[config.mk]
export PLATFORM = sky130hd
export DESIGN_NAME = pwr_state_ctl
export DESIGN_NICKNAME = d
export VERILOG_FILES = /design/src/rtl/pwr_state_pkg.sv /design/src/rtl/psc_wake_mask.sv /design/src/rtl/psc_resume_timer.sv /design/src/rtl/pwr_state_ctl.sv
export SDC_FILE = /design/constraint.sdc
export NUM_CORES = 1
export LEC_CHECK = 0
export CORE_UTILIZATION = 38
export DETAILED_ROUTE_END_ITERATION = 16
export GPL_TIMING_DRIVEN = 0
export PLACE_DENSITY = 0.83
export SYNTH_ARGS = -nofsm -noshare
export SYNTH_HDL_FRONTEND = slang
export SYNTH_SLANG_ARGS = --single-unit
[constraint.sdc]
create_clock -name clk -period 1.7 [get_ports clk]
set_input_delay 0.425 -clock clk [delete_from_list [all_inputs] [get_ports clk]]
set_output_delay 0.425 -clock clk [all_outputs]
set_load 0.05 [all_outputs]
[src/rtl/pwr_state_pkg.sv]
package pwr_state_pkg;
    localparam int REG_W     = 16;
    localparam int NUM_PORTS = 4;

    localparam int BIT_HALT  = 0;
    localparam int BIT_SLEEP = 1;
    localparam int BIT_RAIL  = 2;
    localparam int BIT_GPI   = 5;
    localparam int BIT_HPI   = 7;
    localparam int BIT_SPI   = 8;
    localparam int BIT_HSS   = 9;
    localparam int BIT_OTG   = 11;
    localparam int BIT_PORT0 = 12;

    // writable wake-enable positions
    localparam logic [REG_W-1:0] WAKE_EN_MASK = 16'hFBA0;

    typedef enum logic [1:0] {
        PS_RUN    = 2'd0,
        PS_HALT   = 2'd1,
        PS_SLEEP  = 2'd2,
        PS_RESUME = 2'd3
    } pstate_e;
endpackage

[src/rtl/psc_wake_mask.sv]
module psc_wake_mask
    import pwr_state_pkg::*;
(
    input  logic [NUM_PORTS-1:0] port_evt,
    input  logic                 otg_evt,
    input  logic                 hss_evt,
    input  logic                 spi_evt,
    input  logic                 hpi_evt,
    input  logic                 gpi_evt,
    input  logic [REG_W-1:0]     en_vec,
    output logic                 wake_hit
);
    logic [REG_W-1:0] ev_vec;

    always_comb begin
        ev_vec = '0;
        for (int i = 0; i < NUM_PORTS; i++) begin
            ev_vec[BIT_PORT0 + i] = port_evt[i];
        end
        ev_vec[BIT_OTG] = otg_evt;
        ev_vec[BIT_HSS] = hss_evt;
        ev_vec[BIT_SPI] = spi_evt;
        ev_vec[BIT_HPI] = hpi_evt;
        ev_vec[BIT_GPI] = gpi_evt;
    end

    assign wake_hit = |(ev_vec & en_vec & WAKE_EN_MASK);
endmodule

[src/rtl/psc_resume_timer.sv]
module psc_resume_timer #(
    parameter int WAKE_DLY = 8
) (
    input  logic clk,
    input  logic rst_n,
    input  logic start,
    output logic done
);
    localparam int CW = (WAKE_DLY < 2) ? 1 : $clog2(WAKE_DLY);
    localparam logic [CW-1:0] LOAD = CW'(WAKE_DLY - 1);

    typedef struct packed {
        logic          run;
        logic [CW-1:0] cnt;
    } tmr_t;

    tmr_t tmr_d, tmr_q;

    assign done = tmr_q.run && (tmr_q.cnt == '0);

    always_comb begin
        tmr_d = tmr_q;
        if (start) begin
            tmr_d.run = 1'b1;
            tmr_d.cnt = LOAD;
        end else if (tmr_q.run) begin
            if (tmr_q.cnt == '0) begin
                tmr_d.run = 1'b0;
            end else begin
                tmr_d.cnt = tmr_q.cnt - 1'b1;
            end
        end
    end

    always_ff @(posedge clk or negedge rst_n) begin
        if (!rst_n) begin
            tmr_q <= '0;
        end else begin
            tmr_q <= tmr_d;
        end
    end
endmodule

[src/rtl/pwr_state_ctl.sv]
module pwr_state_ctl
    import pwr_state_pkg::*;
#(
    parameter int WAKE_DLY = 8
) (
    input  logic                 clk,
    input  logic                 rst_n,
    input  logic                 wr_en,
    input  logic [REG_W-1:0]     wr_data,
    output logic [REG_W-1:0]     rd_data,
    input  logic [NUM_PORTS-1:0] port_evt,
    input  logic                 otg_evt,
    input  logic                 hss_evt,
    input  logic                 spi_evt,
    input  logic                 hpi_evt,
    input  logic                 gpi_evt,
    input  logic                 rail_low,
    output logic                 cpu_clk_en,
    output logic                 per_clk_en,
    output logic                 boost_en,
    output logic                 wake_pulse
);
    typedef struct packed {
        pstate_e          state;
        logic [REG_W-1:0] en;
        logic             pulse;
    } ctl_t;

    ctl_t ctl_d, ctl_q;
    logic wake_hit;
    logic tmr_start;
    logic tmr_done;

    psc_wake_mask i_mask (
        .port_evt (port_evt),
        .otg_evt  (otg_evt),
        .hss_evt  (hss_evt),
        .spi_evt  (spi_evt),
        .hpi_evt  (hpi_evt),
        .gpi_evt  (gpi_evt),
        .en_vec   (ctl_q.en),
        .wake_hit (wake_hit)
    );

    psc_resume_timer #(.WAKE_DLY(WAKE_DLY)) i_tmr (
        .clk   (clk),
        .rst_n (rst_n),
        .start (tmr_start),
        .done  (tmr_done)
    );

    always_comb begin
        ctl_d       = ctl_q;
        ctl_d.pulse = 1'b0;
        tmr_start   = 1'b0;
        if (wr_en) begin
            ctl_d.en = wr_data & WAKE_EN_MASK;
        end
        case (ctl_q.state)
            PS_RUN: begin
                if (wr_en && wr_data[BIT_SLEEP]) begin
                    ctl_d.state = PS_SLEEP;
                end else if (wr_en && wr_data[BIT_HALT]) begin
                    ctl_d.state = PS_HALT;
                end
            end
            PS_HALT, PS_SLEEP: begin
                if (wake_hit) begin
                    ctl_d.state = PS_RESUME;
                    tmr_start   = 1'b1;
                end
            end
            PS_RESUME: begin
                if (tmr_done) begin
                    ctl_d.state = PS_RUN;
                    ctl_d.pulse = 1'b1;
                end
            end
            default: ctl_d.state = PS_RUN;
        endcase
    end

    always_ff @(posedge clk or negedge rst_n) begin
        if (!rst_n) begin
            ctl_q <= '{state: PS_RUN, en: '0, pulse: 1'b0};
        end else begin
            ctl_q <= ctl_d;
        end
    end

    always_comb begin
        rd_data            = ctl_q.en;
        rd_data[BIT_RAIL]  = rail_low;
        rd_data[BIT_SLEEP] = (ctl_q.state == PS_SLEEP);
        rd_data[BIT_HALT]  = (ctl_q.state == PS_HALT);
    end

    assign cpu_clk_en = (ctl_q.state == PS_RUN);
    assign per_clk_en = (ctl_q.state != PS_SLEEP);
    assign boost_en   = (ctl_q.state != PS_SLEEP);
    assign wake_pulse = ctl_q.pulse;
endmodule

==> impl_metrics.json, run 1 <==
{
  "status": "complete, but fails checks",
  "drtIter0Drc": 8,
  "worstPathMaxFanout": 3,
  "rsz0062_at_grt": "yes",
  "startpoint": "ctl_q[17]",
  "coreArea_sq_um": 2230,
  "whs_ps": 514,
  "critical_path_arrival_ps": 1280,
  "fmax_mhz": 587,
  "grt_pass1_vias": 800,
  "hold_path_depth": 2,
  "synth_top_family_by_area": "buffers and inverters",
  "cts_tree": "built",
  "syn_avg_cell_area_sq_um": 10.9,
  "post-route-util_pct": 64.3,
  "postRouteAntennaNets": 0,
  "met2_length_um": 1140,
  "cts_buffers": 3,
  "avgRoutedWirePerCell_um": 12.4,
  "cts.clk_slew.worst_paths_ps": 90,
  "area_delta_synth_final_pct": 59.0,
  "syn_area_sq_um": 903,
  "final.min_clock_period_ps": 1700,
  "grt_start_max_net_pins": 17,
  "row_count": 17,
  "routed.top_layer": "met4",
  "power.density_nw_per_um2": 1370,
  "synth-compound-area-share_pct": 8.86,
  "final_cell_mix": "buf_4, clkdlybuf4s50_1, dfrtp_1, mux2_2",
  "syn_inst": 83,
  "maxCapViolCount": 0,
  "synth-seq-area-share_pct": 44.3,
  "tns_ps": -3.18,
  "place.gp.congestion": 0.819,
  "slew_violations": 0,
  "hold_viol_final": 0,
  "io_pins": 49,
  "cts_max_level": 1,
  "max_slew.worst_pin.slew_ps": 706,
  "synth_top_area_cell": "dfrtp_1",
  "start_kind": "register",
  "synthAdderAreaFrac_pct": 9.70,
  "reg2reg_depth": 7,
  "worstHoldStart": "i_tmr.tmr_q[1]",
  "drc": 0,
  "gr-usage-all-layers_pct": 17.1,
  "clock_path_buffers": 2,
  "vias": 755,
  "num_antenna_cells": 0,
  "setup_violations": 1,
  "wirelength_um": 1980,
  "violations": "setup timing",
  "grt_pass1_wl_um": 3200,
  "vias_per_cell": 4.72,
  "synth_top_area_share_pct": 44.3,
  "power_leakage_nw": 0.677,
  "met3WireLength_um": 99,
  "insertion_delay_ps": 290,
  "end_kind": "output pin",
  "die_h_um": 50.8,
  "ys_seq_elements": 16,
  "power.total_mw": 1.96,
  "ys_types": 22,
  "r2r_start": "i_tmr.tmr_q[0]",
  "max-vdd-ir-drop_v": 0.000948,
  "synth-xor-area-share_pct": 0.970,
  "slew_headroom_pct": 52.8,
  "portBuffers": 38,
  "wl_met1_um": 700,
  "period_share_pct": 100,
  "synth_warnings": 0,
  "hpwlAfterDp_um": 1550,
  "reg2reg_slack_ps": 50,
  "synthMuxAreaShare_pct": 14.0,
  "start_util_pct": 40.4,
  "clock_skew_ps": 2.28,
  "r2r-end": "ctl_q[17]",
  "drive_above_1_share_pct": 40.9,
  "clock_sinks": 16,
  "hold_path_end": "i_tmr.tmr_q[1]",
  "yosys.area_share.simple_pct": 5.54,
  "setup_slack_ps": -3.18,
  "hold_path_class": "register to register",
  "nNetsFinal": 169,
  "drt-pass1-iter-count": 4,
  "synth_area_leaders": "dfrtp_1, buf_4, mux2_2, ha_1, a22oi_1",
  "crit_type": "register to output pin",
  "fp.dieW_um": 50.8,
  "grt-ovfl-total": 0,
  "die-area_sq_um": 2580,
  "clock-root-buffer": "clkbuf_4",
  "worstPathRequired_ps": 1270,
  "antenna_found_initial": 0
}
==> logic make-up (layout without fill, tap and decap cells) <==
family                   count (synthesis)  in the layout
XOR/XNOR                                 1              1
AND/OR/NAND/NOR                         11             11
other                                    1              4
adder cells (fa/ha/maj)                  7              7
multiplexers                            11             11
AO/OA/AOI/OAI                           12             12
flip-flops                              16             16
buffers and inverters                   24             70
==> stage by stage <==
| step | cell area [sq um] | instances | setup slack (ps) |
|---|---|---|---|
| final | 1440 | 160 | -3.18 |
| after global routing | 1440 | 160 | -56.0 |
| after CTS | 1420 | 160 | -15.4 |
| after detailed placement | 1350 | 152 | -327 |
| after global placement | 1350 | 152 | -318 |
| after floorplan | 938 | 86 | 2.92 |
==> metal layers <==
metal / up-vias / global-route usage, %
li1: 361 / -
met1: 360 / 16.6
met2: 28 / 32.0
met3: 6 / 5.76
met4: 0 / 7.87
met5: - / 0
==> cell usage after synthesis, drive strengths merged <==
cell,number
nor3,1
o21ai,4
nand2,6
a222oi,1
a22oi,4
o211ai,1
nand3,1
dfrtp,16
xnor2,1
ha,7
nor2,1
buf,15
clkbuf,1
mux2i,1
nand3b,1
o21a,1
inv,8
a21oi,1
mux2,10
conb,1
nand4,1
==> worst max path at each step <==
stage / to / cells past startpoint / slack [ps]
detailed placement: ctl_q[18] / 5 / -330
CTS: per_clk_en / 5 / -20
finish: per_clk_en / 5 / -3
floorplan: ctl_q[18] / 5 / 3
global route: per_clk_en / 5 / -60
global placement: ctl_q[18] / 5 / -320
==> layout make-up <==
cell class              instances  area, sq um
plain buffers                  16          124
clock buffers                   4         36.3
fillers                       188          797
inverters                       8         33.8
multi-input cells              46          400
flip-flops and latches         16          402
well taps                      28         35.0
repair buffers                 42          405
==> flip-flops by register name (all words and copies together), names as in the netlist <==
signal,count
wake_pulse,1
i_tmr.tmr_q,4
ctl_q,2
rd_data,9
==> worst max-delay path, stage by stage (launching register included) <==
cell and delay (ps):
dfrtp_1 420, inv_2 80, ha_4 140, clkinvlp_4 90, buf_8 120, buf_8 140
==> report_power, final <==
group	total, mW	switching, mW	internal (mW)
clock network	0.250	0.119	0.131
registers	0.520	0.0596	0.461
logic	1.19	0.660	0.533
==> timing repair <==
action / in CTS / in global routing
pin swaps: 3 / 3
resized for setup: 56 / 12
endpoints found under the setup margin: 17 / 8
hold buffers: 0 / 0
buffers inserted: 4 / 0
Power figures use the tool's default switching activity.
==> run 2, diff against run 1 <==
--- a/config.mk
+++ b/config.mk
@@ -9,6 +9,7 @@
 export DETAILED_ROUTE_END_ITERATION = 16
 export GPL_TIMING_DRIVEN = 0
 export PLACE_DENSITY = 0.83
+export REMOVE_ABC_BUFFERS = 1
 export SYNTH_ARGS = -nofsm -noshare
 export SYNTH_HDL_FRONTEND = slang
 export SYNTH_SLANG_ARGS = --single-unit
==> impl_metrics.json, run 2 (same netlist as run 1, synthesis figures left out) <==
{
  "cts_buffers": 3,
  "dp.cells": 135,
  "portBuffers": 37,
  "startpoint": "otg_evt",
  "tns_ps": 0,
  "io_pins": 49,
  "cts.clk_slew.worst_paths_ps": 100,
  "hold_path_class": "register to register",
  "grt_pass1_vias": 675,
  "end_kind": "register",
  "vias": 669,
  "fmax_mhz": 598,
  "clock-root-buffer": "clkbuf_4",
  "drc": 0,
  "whs_ps": 520,
  "critPathBufInv": 1,
  "final.min_clock_period_ps": 1670,
  "wl_met1_um": 696,
  "cts_tree": "built",
  "crit_family": "compound AO/OA/AOI/OAI gates",
  "vias_per_cell": 4.78,
  "reg2reg_slack_ps": 70,
  "hold_viol_final": 0,
  "die_h_um": 50.8,
  "fp.dieW_um": 50.8,
  "met2_length_um": 909,
  "grt_pass1_wl_um": 2970,
  "power_leakage_nw": 0.562,
  "grt-ovfl-total": 0,
  "r2r_start": "rd_data[13]",
  "slew_headroom_pct": 51.9,
  "gr-usage-all-layers_pct": 16.3,
  "num_antenna_cells": 0,
  "post-route-util_pct": 55.2,
  "worstPathMaxFanout": 2,
  "setup_violations": 0,
  "final_common_cell": "clkdlybuf4s50_1",
  "maxCapViolCount": 0,
  "worstPathRequired_ps": 1900,
  "reg2reg_depth": 4,
  "postRouteAntennaNets": 0,
  "period_share_pct": 98.4,
  "avgRoutedWirePerCell_um": 13.1,
  "power.total_mw": 1.74,
  "max_slew.worst_pin.slew_ps": 719,
  "crit_type": "input pin to register",
  "place.gp.congestion": 0.743,
  "clock_path_buffers": 2,
  "clock_skew_ps": 4.60,
  "r2r-end": "ctl_q[18]",
  "place_area_sq_um": 1200,
  "insertion_delay_ps": 300,
  "crit_chain": "clkdlybuf4s50_1 > a222oi_1 > nand4_1 > o21a_1 > mux2_4",
  "status": "finished clean",
  "setup_slack_ps": 26.8,
  "largest_reg_flops": 9,
  "drtIter0Drc": 8,
  "wirelength_um": 1830,
  "slowest_delay_ps": 400,
  "drt-pass1-iter-count": 6,
  "area_delta_synth_final_pct": 36.4,
  "routed.top_layer": "met4",
  "start_util_pct": 40.4,
  "finalInstanceArea_sq_um": 1230,
  "critical_path_arrival_ps": 1870,
  "power.density_nw_per_um2": 1410,
  "place_ws_ps": -475,
  "cts_max_level": 1,
  "endpoint": "ctl_q[18]",
  "nNetsFinal": 149,
  "met3WireLength_um": 183,
  "slew_violations": 0,
  "grt_start_max_net_pins": 17,
  "clock_sinks": 16,
  "hpwlAfterDp_um": 1440,
  "max-vdd-ir-drop_v": 0.00114,
  "row_count": 17,
  "rsz0062_at_grt": "yes",
  "antenna_found_initial": 0,
  "nFillCells": 187,
  "drive_above_1_share_pct": 22.3,
  "die-area_sq_um": 2580,
  "start_kind": "input pin",
  "cp_num_cells": 5,
  "coreArea_sq_um": 2230,
  "final_cells": 140,
  "final_cell_mix": "clkdlybuf4s50_1, dfrtp_1, mux2_2, dlygate4sd2_1, nand2_1",
  "cpMaxStageDelayCell": "clkdlybuf4s50_1"
}
## run 2: cell types whose count changed in the layout (fill, tap and decap cells not counted), sizes merged, moves of 2 or more
cell / previous run / this run
buf: 24 / 4
dlygate4sd2: 2 / 9
clkbuf: 8 / 6
clkdlybuf4s15: 6 / 4
dlymetal6s2s: 2 / 0
## run 2: power breakdown
group	switching, mW	internal (mW)	total [mW]
clock network	0.132	0.131	0.263
registers	0.0572	0.458	0.516
logic	0.588	0.370	0.958
total	0.777	0.960	1.74
## run 2: layout make-up
type | instances | area [sq um] | area share (%)
Sequential cell | 16 | 400 | 32.5
Tap cell | 28 | 35.0 | 2.84
Clock buffer | 4 | 36.3 | 2.94
Multi-Input combinational cell | 46 | 373 | 30.3
Inverter | 8 | 30.0 | 2.44
Timing Repair Buffer | 38 | 358 | 29.0
## run 2: worst min path at each step
stage | depth (start not counted) | from | end | slack [ps]
finish | 2 | i_tmr.tmr_q[1] | i_tmr.tmr_q[1] | 520
global route | 1 | rd_data[13] | rd_data[13] | 560
CTS | 2 | i_tmr.tmr_q[1] | i_tmr.tmr_q[1] | 530
detailed placement | 2 | i_tmr.tmr_q[1] | i_tmr.tmr_q[1] | 500
floorplan | 0 | rst_n | ctl_q[17] | 130
global placement | 2 | i_tmr.tmr_q[1] | i_tmr.tmr_q[1] | 490
## run 2: timing repair
action | 4_1_cts | 5_1_grt
pin swaps | 3 | 0
hold buffers | 0 | 0
endpoints found under the setup margin | 17 | 10
setup buffers | 0 | 1
resized for setup | 42 | 11
## run 2: layer usage
metal	GRT usage, %	vias up
met5	0	-
met4	9.72	0
met3	6.06	5
met2	27.1	35
met1	17.5	312
li1	-	317
## run 2: worst min-delay path: cells and delay by family (launching register included)
family | cells | cell delay [ps]
DFF | 1 | 350
and+or+nand+nor | 1 | 50
AOI/OAI and AO/OA | 1 | 80
==> run 3, diff against run 2 <==
--- a/config.mk
+++ b/config.mk
@@ -9,6 +9,7 @@
 export DETAILED_ROUTE_END_ITERATION = 16
 export GPL_TIMING_DRIVEN = 0
 export PLACE_DENSITY = 0.83
+export RECOVER_POWER = 100
 export REMOVE_ABC_BUFFERS = 1
 export SYNTH_ARGS = -nofsm -noshare
 export SYNTH_HDL_FRONTEND = slang
==> impl_metrics.json, run 3 (same netlist as run 1, synthesis figures left out) <==
{
  "postRouteAntennaNets": 0,
  "power_leakage_nw": 0.566,
  "switching_power_uw": 772,
  "combinationalPowerShare_pct": 55.2,
  "fmax_mhz": 596,
  "clock_skew_ps": 4.41,
  "p_seq_share_pct": 29.7,
  "grt_start_max_net_pins": 17,
  "critical_path_arrival_ps": 1870,
  "met3WireLength_um": 174,
  "r2r_start": "rd_data[13]",
  "gr-usage-all-layers_pct": 16.3,
  "num_antenna_cells": 0,
  "startpoint": "otg_evt",
  "vias": 667,
  "max_slew.worst_pin.slew_ps": 722,
  "drive_above_1_share_pct": 20.5,
  "cts_max_level": 1,
  "start_util_pct": 40.4,
  "whs_ps": 520,
  "cts_hold_buf": 0,
  "slew_violations": 0,
  "die-area_sq_um": 2580,
  "worstHoldStart": "i_tmr.tmr_q[1]",
  "power.total_mw": 1.73,
  "wl_met1_um": 701,
  "largest_reg_flops": 9,
  "hold_path_class": "register to register",
  "drtIter0Drc": 7,
  "avgRoutedWirePerCell_um": 13.1,
  "worstPathMaxFanout": 2,
  "clock_sinks": 16,
  "hpwlAfterDp_um": 1440,
  "crit_type": "input pin to register",
  "final_cell_mix": "clkdlybuf4s50_1, dfrtp_1, mux2_2, dlygate4sd2_1",
  "nNetsFinal": 149,
  "drc": 0,
  "routed.top_layer": "met4",
  "die_h_um": 50.8,
  "clock-root-buffer": "clkbuf_4",
  "cts_tree": "built",
  "cts_buffers": 3,
  "clock_path_buffers": 2,
  "final_common_cell": "clkdlybuf4s50_1",
  "nFillCells": 188,
  "hold_viol_final": 0,
  "status": "finished clean",
  "swShare_pct": 44.7,
  "worstPathRequired_ps": 1900,
  "coreArea_sq_um": 2230,
  "cts.clk_slew.worst_paths_ps": 100,
  "row_count": 17,
  "period_share_pct": 98.7,
  "met2_length_um": 907,
  "max-vdd-ir-drop_v": 0.00114,
  "vias_per_cell": 4.76,
  "grt-ovfl-total": 0,
  "place.gp.congestion": 0.743,
  "p_int_uw": 955,
  "fp.dieW_um": 50.8,
  "slew_headroom_pct": 51.7,
  "grt_pass1_wl_um": 2970,
  "setup_violations": 0,
  "reg2reg_slack_ps": 60,
  "maxCapViolCount": 0,
  "insertion_delay_ps": 300,
  "start_kind": "input pin",
  "power.density_nw_per_um2": 1400,
  "final.min_clock_period_ps": 1680,
  "end_kind": "register",
  "portBuffers": 37,
  "antenna_found_initial": 0,
  "power.share.clock_pct": 15.1,
  "area_delta_synth_final_pct": 36.1,
  "wirelength_um": 1830,
  "grt_pass1_vias": 675,
  "io_pins": 49,
  "rsz0062_at_grt": "yes",
  "drt-pass1-iter-count": 6
}
run 3: cell types whose count changed in the layout (fill, tap and decap cells not counted), sizes merged:
cell and change:
clkdlybuf4s50 -1, dlygate4sd3 +1
run 3: cell type report:
type                    count  area [sq um]  area share [%]
flip-flops and latches     16           400            32.6
multi-input cells          46           370            30.1
repair buffers             38           358            29.1
clock buffers               4          36.3            2.95
well taps                  28          35.0            2.85
inverters                   8          30.0            2.44
run 3: power groups by stage:
stage	sequential (mW)	clock [mW]	combinational, mW
after detailed placement	0.518	0	0.966
after CTS	0.512	0.273	0.917
after floorplan	0.585	0	0.609
after global placement	0.514	0	0.929
final	0.513	0.261	0.953
after global routing	0.523	0.288	1.03
run 3: worst max-delay path, stage by stage:
cell and delay [ps]:
clkdlybuf4s50_1 400, a222oi_1 300, nand4_1 200, o21a_1 260
mux2_4 300
run 3: worst paths after layout:
path                                   to  depth (start not counted)
min reg2reg                i_tmr.tmr_q[1]                          2
min in group asynchronous       ctl_q[18]                          1
max in group asynchronous      rd_data[8]                          1
min                        i_tmr.tmr_q[1]                          2
max reg2reg                     ctl_q[18]                          4
max                             ctl_q[18]                          5
run 3: repair_timing:
item / in CTS / in global routing
setup endpoints to repair: 17 / 10
setup buffers: 0 / 1
pin swaps: 3 / 0
resized for setup: 42 / 11
run 3: through the flow:
step | TNS (ps) | utilization, % | instances | setup slack [ps] | area, sq um
2_1_floorplan | -451 | - | 70 | -225 | 798
3_3_place_gp | -2000 | 53.9 | 135 | -439 | 1200
3_5_place_dp | -2450 | 53.9 | 135 | -475 | 1200
4_1_cts | 0 | 54.0 | 139 | 5.21 | 1210
5_1_grt | -48.4 | 55.1 | 140 | -17.5 | 1230
6_report | 0 | 55.1 | 140 | 21.6 | 1230
run 3: per-layer routing:
layer  track usage [%]  vias up
met3              6.06        5
met2              27.1       35
met5                 0        -
met1              17.5      310
met4              9.72        0
li1                  -      317
